`config.mk`:
```
export PLATFORM = sky130hd
export DESIGN_NAME = banked_gpio_ctrl
export DESIGN_NICKNAME = d
export VERILOG_FILES = /design/src/rtl/gpio_pkg.sv /design/src/rtl/gpio_sync.sv /design/src/rtl/gpio_detect.sv /design/src/rtl/gpio_bank.sv /design/src/rtl/banked_gpio_ctrl.sv
export SDC_FILE = /design/constraint.sdc
export NUM_CORES = 2
export LEC_CHECK = 0
export CAP_MARGIN = 20
export CORE_ASPECT_RATIO = 0.5
export CORE_MARGIN = 2
export CORE_UTILIZATION = 50
export CTS_CLUSTER_DIAMETER = 200
export DETAILED_ROUTE_END_ITERATION = 6
export DONT_BUFFER_PORTS = 1
export PLACE_DENSITY = 0.62
export SKIP_CTS_REPAIR_TIMING = 1
export SLEW_MARGIN = 20
export SYNTH_ARGS = -nofsm -noshare
export SYNTH_HDL_FRONTEND = slang
export SYNTH_SLANG_ARGS = --single-unit
```
`constraint.sdc`:
```
create_clock -name clk -period 6.3 [get_ports clk]
set_input_delay 0.945 -clock clk [delete_from_list [all_inputs] [get_ports clk]]
set_output_delay 0.945 -clock clk [all_outputs]
set_load 0.005 [all_outputs]
```
`src/rtl/gpio_pkg.sv`:
```
package gpio_pkg;

   localparam int BUS_W = 32;

   // register type codes, decoded from address bits [7:4]
   typedef enum logic [3:0] {
      RT_DIR  = 4'd0,
      RT_POL  = 4'd1,
      RT_DATA = 4'd2,
      RT_DSET = 4'd3,
      RT_DCLR = 4'd4,
      RT_RISE = 4'd5,
      RT_FALL = 4'd6,
      RT_HIGH = 4'd7,
      RT_LOW  = 4'd8,
      RT_STAT = 4'd9,
      RT_EDGE = 4'd10
   } reg_type_e;

   localparam int LAST_TYPE = 10;

endpackage

```
`src/rtl/gpio_sync.sv`:
```
module gpio_sync #(
   parameter int W      = 32,
   parameter int STAGES = 2
) (
   input  logic         clk,
   input  logic         rst_n,
   input  logic [W-1:0] d_in,
   output logic [W-1:0] d_out
);

   if (STAGES < 0) begin : g_bad_stages
      $error("gpio_sync: STAGES must not be negative");
   end

   if (STAGES == 0) begin : g_bypass
      assign d_out = d_in;
   end else begin : g_chain
      logic [STAGES-1:0][W-1:0] stage_q;

      always_ff @(posedge clk or negedge rst_n) begin
         if (!rst_n) begin
            stage_q <= '0;
         end else begin
            stage_q[0] <= d_in;
            for (int s = 1; s < STAGES; s++) begin
               stage_q[s] <= stage_q[s-1];
            end
         end
      end

      assign d_out = stage_q[STAGES-1];
   end

endmodule

```
`src/rtl/gpio_detect.sv`:
```
module gpio_detect #(
   parameter int W = 32
) (
   input  logic         clk,
   input  logic         rst_n,
   input  logic [W-1:0] sense,
   input  logic [W-1:0] en_rise,
   input  logic [W-1:0] en_fall,
   input  logic [W-1:0] en_high,
   input  logic [W-1:0] en_low,
   output logic [W-1:0] any_evt,
   output logic [W-1:0] edge_evt
);

   logic [W-1:0] prev_q;
   logic [W-1:0] rise_hit;
   logic [W-1:0] fall_hit;
   logic [W-1:0] lvl_hit;

   always_ff @(posedge clk or negedge rst_n) begin
      if (!rst_n) prev_q <= '0;
      else        prev_q <= sense;
   end

   always_comb begin
      rise_hit = sense & ~prev_q & en_rise;
      fall_hit = ~sense & prev_q & en_fall;
      lvl_hit  = (sense & en_high) | (~sense & en_low);
      edge_evt = rise_hit | fall_hit;
      any_evt  = edge_evt | lvl_hit;
   end

   // a rising hit needs the previous sensed value to have been low
   AST_RISE_NEEDS_LOW: assert property (@(posedge clk) disable iff (!rst_n)
      1'b1 |=> ((rise_hit & $past(sense)) == '0));

endmodule

```
`src/rtl/gpio_bank.sv`:
```
module gpio_bank
   import gpio_pkg::*;
#(
   parameter int W           = 32,
   parameter int SYNC_STAGES = 2
) (
   input  logic         clk,
   input  logic         rst_n,
   input  logic         wr_en,
   input  reg_type_e    rtype,
   input  logic [W-1:0] wdata,
   input  logic [W-1:0] pin_raw,
   output logic [W-1:0] rdata,
   output logic [W-1:0] pin_out,
   output logic [W-1:0] pin_oe,
   output logic [W-1:0] status_o
);

   logic [W-1:0] dir_q, pol_q, out_q;
   logic [W-1:0] ren_q, fen_q, hen_q, len_q;
   logic [W-1:0] stat_q, edge_q;
   logic [W-1:0] pin_sync, sense;
   logic [W-1:0] any_evt, edge_evt;
   logic [W-1:0] stat_clr, edge_clr;

   gpio_sync #(.W(W), .STAGES(SYNC_STAGES)) u_sync (
      .clk   (clk),
      .rst_n (rst_n),
      .d_in  (pin_raw),
      .d_out (pin_sync)
   );

   assign sense = pin_sync ^ pol_q;

   gpio_detect #(.W(W)) u_detect (
      .clk      (clk),
      .rst_n    (rst_n),
      .sense    (sense),
      .en_rise  (ren_q),
      .en_fall  (fen_q),
      .en_high  (hen_q),
      .en_low   (len_q),
      .any_evt  (any_evt),
      .edge_evt (edge_evt)
   );

   // configuration and output latch
   always_ff @(posedge clk or negedge rst_n) begin
      if (!rst_n) begin
         dir_q <= '0;
         pol_q <= '0;
         out_q <= '0;
         ren_q <= '0;
         fen_q <= '0;
         hen_q <= '0;
         len_q <= '0;
      end else if (wr_en) begin
         case (rtype)
            RT_DIR:  dir_q <= wdata;
            RT_POL:  pol_q <= wdata;
            RT_DATA: out_q <= wdata;
            RT_DSET: out_q <= out_q | wdata;
            RT_DCLR: out_q <= out_q & ~wdata;
            RT_RISE: ren_q <= wdata;
            RT_FALL: fen_q <= wdata;
            RT_HIGH: hen_q <= wdata;
            RT_LOW:  len_q <= wdata;
            default: ;
         endcase
      end
   end

   // write-one-to-clear masks; a fresh event overrides the clear
   assign stat_clr = (wr_en && rtype == RT_STAT) ? wdata : '0;
   assign edge_clr = (wr_en && rtype == RT_EDGE) ? wdata : '0;

   always_ff @(posedge clk or negedge rst_n) begin
      if (!rst_n) begin
         stat_q <= '0;
         edge_q <= '0;
      end else begin
         stat_q <= (stat_q & ~stat_clr) | any_evt;
         edge_q <= (edge_q & ~edge_clr) | edge_evt;
      end
   end

   always_comb begin
      case (rtype)
         RT_DIR:  rdata = dir_q;
         RT_POL:  rdata = pol_q;
         RT_DATA: rdata = pin_sync;
         RT_DSET: rdata = out_q;
         RT_DCLR: rdata = out_q;
         RT_RISE: rdata = ren_q;
         RT_FALL: rdata = fen_q;
         RT_HIGH: rdata = hen_q;
         RT_LOW:  rdata = len_q;
         RT_STAT: rdata = stat_q;
         RT_EDGE: rdata = edge_q;
         default: rdata = '0;
      endcase
   end

   assign pin_out  = out_q;
   assign pin_oe   = dir_q;
   assign status_o = stat_q;

   AST_SET_DRIVES_HIGH: assert property (@(posedge clk) disable iff (!rst_n)
      (wr_en && rtype == RT_DSET) |=> ((pin_out & $past(wdata)) == $past(wdata)));
   AST_CLR_DRIVES_LOW: assert property (@(posedge clk) disable iff (!rst_n)
      (wr_en && rtype == RT_DCLR) |=> ((pin_out & $past(wdata)) == '0));
   AST_EVENT_LATCHES: assert property (@(posedge clk) disable iff (!rst_n)
      1'b1 |=> ((~status_o & $past(any_evt)) == '0));
   AST_W1C_CLEARS: assert property (@(posedge clk) disable iff (!rst_n)
      1'b1 |=> ((status_o & $past(stat_clr & ~any_evt)) == '0));
   AST_PENDING_HOLDS: assert property (@(posedge clk) disable iff (!rst_n)
      1'b1 |=> ((~status_o & $past(status_o & ~stat_clr)) == '0));
   AST_EDGE_IMPLIES_PENDING: assert property (@(posedge clk) disable iff (!rst_n)
      1'b1 |=> (((edge_q & ~$past(edge_q)) & ~status_o) == '0));

endmodule

```
`src/rtl/banked_gpio_ctrl.sv`:
```
module banked_gpio_ctrl
   import gpio_pkg::*;
#(
   parameter int NUM_BANKS   = 3,
   parameter int BANK_W      = 32,
   parameter int ADDR_W      = 8,
   parameter int SYNC_STAGES = 2,
   localparam int PIN_W      = NUM_BANKS * BANK_W
) (
   input  logic              clk,
   input  logic              rst_n,
   input  logic [ADDR_W-1:0] bus_addr,
   input  logic              bus_we,
   input  logic [BUS_W-1:0]  bus_wdata,
   output logic [BUS_W-1:0]  bus_rdata,
   input  logic [PIN_W-1:0]  pin_in,
   output logic [PIN_W-1:0]  pin_out,
   output logic [PIN_W-1:0]  pin_oe,
   output logic              irq
);

   localparam int BSEL_W = 2;

   if (NUM_BANKS < 1 || NUM_BANKS > (1 << BSEL_W)) begin : g_bad_banks
      $error("banked_gpio_ctrl: NUM_BANKS must be 1..4");
   end
   if (BANK_W != BUS_W) begin : g_bad_width
      $error("banked_gpio_ctrl: BANK_W must equal the bus width");
   end
   if (ADDR_W < 8) begin : g_bad_addr
      $error("banked_gpio_ctrl: ADDR_W must be at least 8");
   end

   logic [3:0]        type_code;
   logic [BSEL_W-1:0] bank_idx;
   logic              upper_zero;
   logic              addr_ok;
   reg_type_e         rtype;

   assign type_code = bus_addr[7:4];
   assign bank_idx  = bus_addr[3:2];
   assign rtype     = reg_type_e'(type_code);

   if (ADDR_W > 8) begin : g_upper
      assign upper_zero = (bus_addr[ADDR_W-1:8] == '0);
   end else begin : g_no_upper
      assign upper_zero = 1'b1;
   end

   assign addr_ok = upper_zero && (bus_addr[1:0] == 2'b00)
                  && (int'(type_code) <= LAST_TYPE)
                  && (int'(bank_idx) < NUM_BANKS);

   logic [NUM_BANKS-1:0]             bank_wr;
   logic [NUM_BANKS-1:0][BANK_W-1:0] bank_rdata;
   logic [NUM_BANKS-1:0][BANK_W-1:0] bank_status;

   for (genvar b = 0; b < NUM_BANKS; b++) begin : g_bank
      assign bank_wr[b] = bus_we && addr_ok && (int'(bank_idx) == b);

      gpio_bank #(.W(BANK_W), .SYNC_STAGES(SYNC_STAGES)) u_bank (
         .clk      (clk),
         .rst_n    (rst_n),
         .wr_en    (bank_wr[b]),
         .rtype    (rtype),
         .wdata    (bus_wdata),
         .pin_raw  (pin_in[b*BANK_W +: BANK_W]),
         .rdata    (bank_rdata[b]),
         .pin_out  (pin_out[b*BANK_W +: BANK_W]),
         .pin_oe   (pin_oe[b*BANK_W +: BANK_W]),
         .status_o (bank_status[b])
      );
   end

   always_comb begin
      bus_rdata = '0;
      for (int b = 0; b < NUM_BANKS; b++) begin
         if (addr_ok && int'(bank_idx) == b) bus_rdata = bank_rdata[b];
      end
   end

   always_comb begin
      irq = 1'b0;
      for (int b = 0; b < NUM_BANKS; b++) irq = irq | (|bank_status[b]);
   end

   AST_ONE_BANK_WRITE: assert property (@(posedge clk) disable iff (!rst_n)
      $onehot0(bank_wr));
   AST_BAD_ADDR_NO_WRITE: assert property (@(posedge clk) disable iff (!rst_n)
      (!addr_ok) |-> (bank_wr == '0));
   AST_BAD_ADDR_READS_ZERO: assert property (@(posedge clk) disable iff (!rst_n)
      (!addr_ok) |-> (bus_rdata == '0));

endmodule

```
==> reports/metrics.cfg <==
[yosys]
yosys_warnings = 0
ys_ff_latch = 1152
synth_ff_type = dfrtp_1
seq_area_frac_synth_pct = 55.9
synth_edf_count = 0
avgSynthCellArea_sq_um = 12.5
syn_area_sq_um = 51600
ys_async_sr_fraction_pct = 100
ys_top_cells_by_area = dfrtp_1 (56%), mux2_2 (16%), a22o_1 (3.5%), nand2_1 (3.3%), a22oi_1 (1.7%)
synthCells = 4132
netlist-cell-type-count = 80
synthesis.nets = 4271
synth.largest_area_cell = dfrtp_1
synth_top_area_share_pct = 55.9

[sta]
max_freq_mhz = 200
timing.hold.ws_ns = 0.207
fin_crit_ns = 5.01
finalSetupViolations = 0
layout_worst_path_cycle_share_pct = 79.5
skew_ns = 0.0308
tns_ns = 0
fin_ws_ns = 1.29
relSlewSlack_pct = 15.3
hold_violations = 0
tightest_slew_ns = 1.27
rsz0062_at_grt = false
drv_slew = 0

[routing]
drc_errors = 0
drt_wl_total_microns = 210000
drt_iter0_drc = 5222
vias_per_cell = 7.11
post_drt_wl_per_cell_microns = 38.4
ant_nets = 0
drt_pass1_iterations = 7
vias = 38900

[critical_path]
critical_path_class = in -> out
reg2regPathDepth = 3
rr_startpoint = g_bank[2].u_bank.u_sync.d_out[6]$_DFF_PN0_
worst_setup_path_start_kind = primary input
reg2reg_slack_ns = 4.64
worstPathRequired_ns = 5.35
end_kind = output port
arrival_ns = 4.07
reg2reg_to = g_bank[2].u_bank.status_o[6]$_DFF_PN0_
worstPathMaxFanout = 109
crit_path_end = bus_rdata[5]
worstSetupStartpoint = bus_addr[6]

[die]
die_h_microns = 231
placementRows = 83
io_pins = 364
design.core.area_sq_um = 102000
start_util_pct = 50.4
die_area_sq_um = 106000
die_x_microns = 458

[finish]
n_fill_cell = 8570
multi_input_area_sq_um = 21400
drive_above_1_share_pct = 27.1
mostFrequentLayoutCells = dfrtp_1 (1152), mux2_2 (711), nand2_1 (457)
seq_area_sq_um = 28800
area_growth_syn_to_layout_pct = 9.77
layout_commonest_cell = dfrtp_1
final_nets = 4150

[cts]
clk_pin_slew_ns = 0.07
tritoncts = built
cts_buffers = 100
clk_root_buffer_cell = clkbuf_16
clk_path_buf_depth = 3
htree_levels = 3
worstSkewPairLatency_ns = 0.76
cts_sinks = 1152

[global_route]
grt_pass1_vias = 37700
grt_overflow = 0
grt_usage_pct = 39.0
grt_pass1_wl_microns = 292000
grt_max_degree = 166
antenna_found_initial = 10

[job]
max_cap_viol_count = 0

[placed_design]
port_buffers = 0
gp_congestion = 1.01
dpl_worst_slack_ns = 1.63
dp_hpwl_microns = 137000

[min_path]
hold_path.class = in -> reg
worstHoldStart = pin_in[84]

[pwr]
p_per_area_nw_per_um2 = 310
leakagePower_uw = 0.0256
ir_drop_mv = 0.219

[outcome]
outcome = complete, no violations

==> per-layer routing <==
layer / part of all wire (%) / track usage (%) / vias to the layer above
met1: 39 / 52.1 / 20300
met3: 14 / 17.1 / 668
met2: 41 / 54.4 / 2737
li1: - / - / 15200
met5: 0.024 / 0.543 / -
met4: 5.4 / 17.9 / 8
==> worst min-delay path by stage <==
stage          slack (ns)                                                     to  depth (start not counted)
3_3_place_gp         0.33            g_bank[2].u_bank.u_sync.d_out[24]$_DFF_PN0_                          0
5_1_grt              0.20  g_bank[2].u_bank.u_sync.g_chain.stage_q[29]$_DFF_PN0_                          0
3_5_place_dp         0.33             g_bank[0].u_bank.u_sync.d_out[3]$_DFF_PN0_                          0
6_report             0.21  g_bank[2].u_bank.u_sync.g_chain.stage_q[20]$_DFF_PN0_                          0
2_1_floorplan        0.33             g_bank[0].u_bank.u_sync.d_out[0]$_DFF_PN0_                          0
4_1_cts              0.19  g_bank[2].u_bank.u_sync.g_chain.stage_q[22]$_DFF_PN0_                          0
==> state kept, by name, indices dropped and copies added (netlist names) <==
name                                  count
g_bank.u_bank.pol_q                      96
g_bank.u_bank.hen_q                      96
g_bank.u_bank.pin_oe                     96
g_bank.u_bank.status_o                   96
g_bank.u_bank.u_detect.prev_q            96
g_bank.u_bank.len_q                      96
g_bank.u_bank.u_sync.d_out               96
g_bank.u_bank.pin_out                    96
g_bank.u_bank.fen_q                      96
g_bank.u_bank.ren_q                      96
g_bank.u_bank.u_sync.g_chain.stage_q     96
g_bank.u_bank.edge_q                     96
==> final cells by class <==
type	count	share of cell area (%)
tap	1360	3.01
clock buffer	131	4.96
antenna	12	0.0530
clock inverter	51	1.24
inverter	2	0.0133
multi-input combinational	2632	37.9
timing repair buffer	123	1.94
sequential	1152	50.9
==> critical path, cell delays in order <==
cell      delay [ns]
nor2b_1         0.54
a21o_4          0.82
buf_4           0.39
a22o_1          0.17
o21ai_0         0.09
a221oi_1        0.66
buf_4           0.23
==> cell families (layout without fill, tap and decap cells) <==
family | count (synthesis) | after routing | share of synthesized area [%]
flops | 1152 | 1152 | 55.9
compound gates | 1085 | 1085 | 16.1
mux | 808 | 808 | 17.5
simple gates | 643 | 643 | 5.73
buf+inv | 348 | 307 | 3.13
xor+xnor | 96 | 96 | 1.63
other cells | 0 | 12 | 0
==> stage by stage <==
stage	power, uW	area (sq um)	utilization (%)	std cells
5_1_grt	18000	56600	55.3	5452
3_5_place_dp	10800	53000	51.8	5268
4_1_cts	17500	56600	55.2	5450
6_report	17500	56600	55.3	5463
3_3_place_gp	10700	53000	51.8	5267
2_1_floorplan	9950	51600	-	4132
==> where the power goes <==
part | internal, uW | total (uW) | switching, uW
Sequential | 8200 | 9120 | 915
Clock | 3740 | 6760 | 3030
Combinational | 802 | 1660 | 854
Total | 12700 | 17500 | 4790
==> cell usage after synthesis (5+ instances only) <==
library cell,count
o21ai_0,132
a211o_1,97
a31oi_1,34
a221o_1,13
o211ai_1,8
nand2_1,458
nor2_2,9
nor2_4,6
a21o_1,99
o32ai_1,5
nand4_1,6
nor4_1,25
a222oi_1,36
xor2_1,96
mux2i_1,81
and3b_1,7
o31ai_1,10
o2bb2ai_1,20
o22a_1,7
and2_1,12
a22o_1,204
mux2_1,14
nor2b_1,20
o221ai_1,6
nand3b_1,5
o22ai_1,121
o221a_2,16
a221oi_1,50
buf_2,129
a31o_2,5
nand3_1,9
nor3b_1,6
or3b_2,6
a2111oi_0,7
nor2_1,39
a21oi_1,44
buf_4,34
a32o_1,12
mux2_2,711
buf_1,5
dfrtp_1,1152
a211oi_1,13
clkbuf_1,173
a22oi_1,119
No activity file was read; power rests on OpenSTA's default activity.
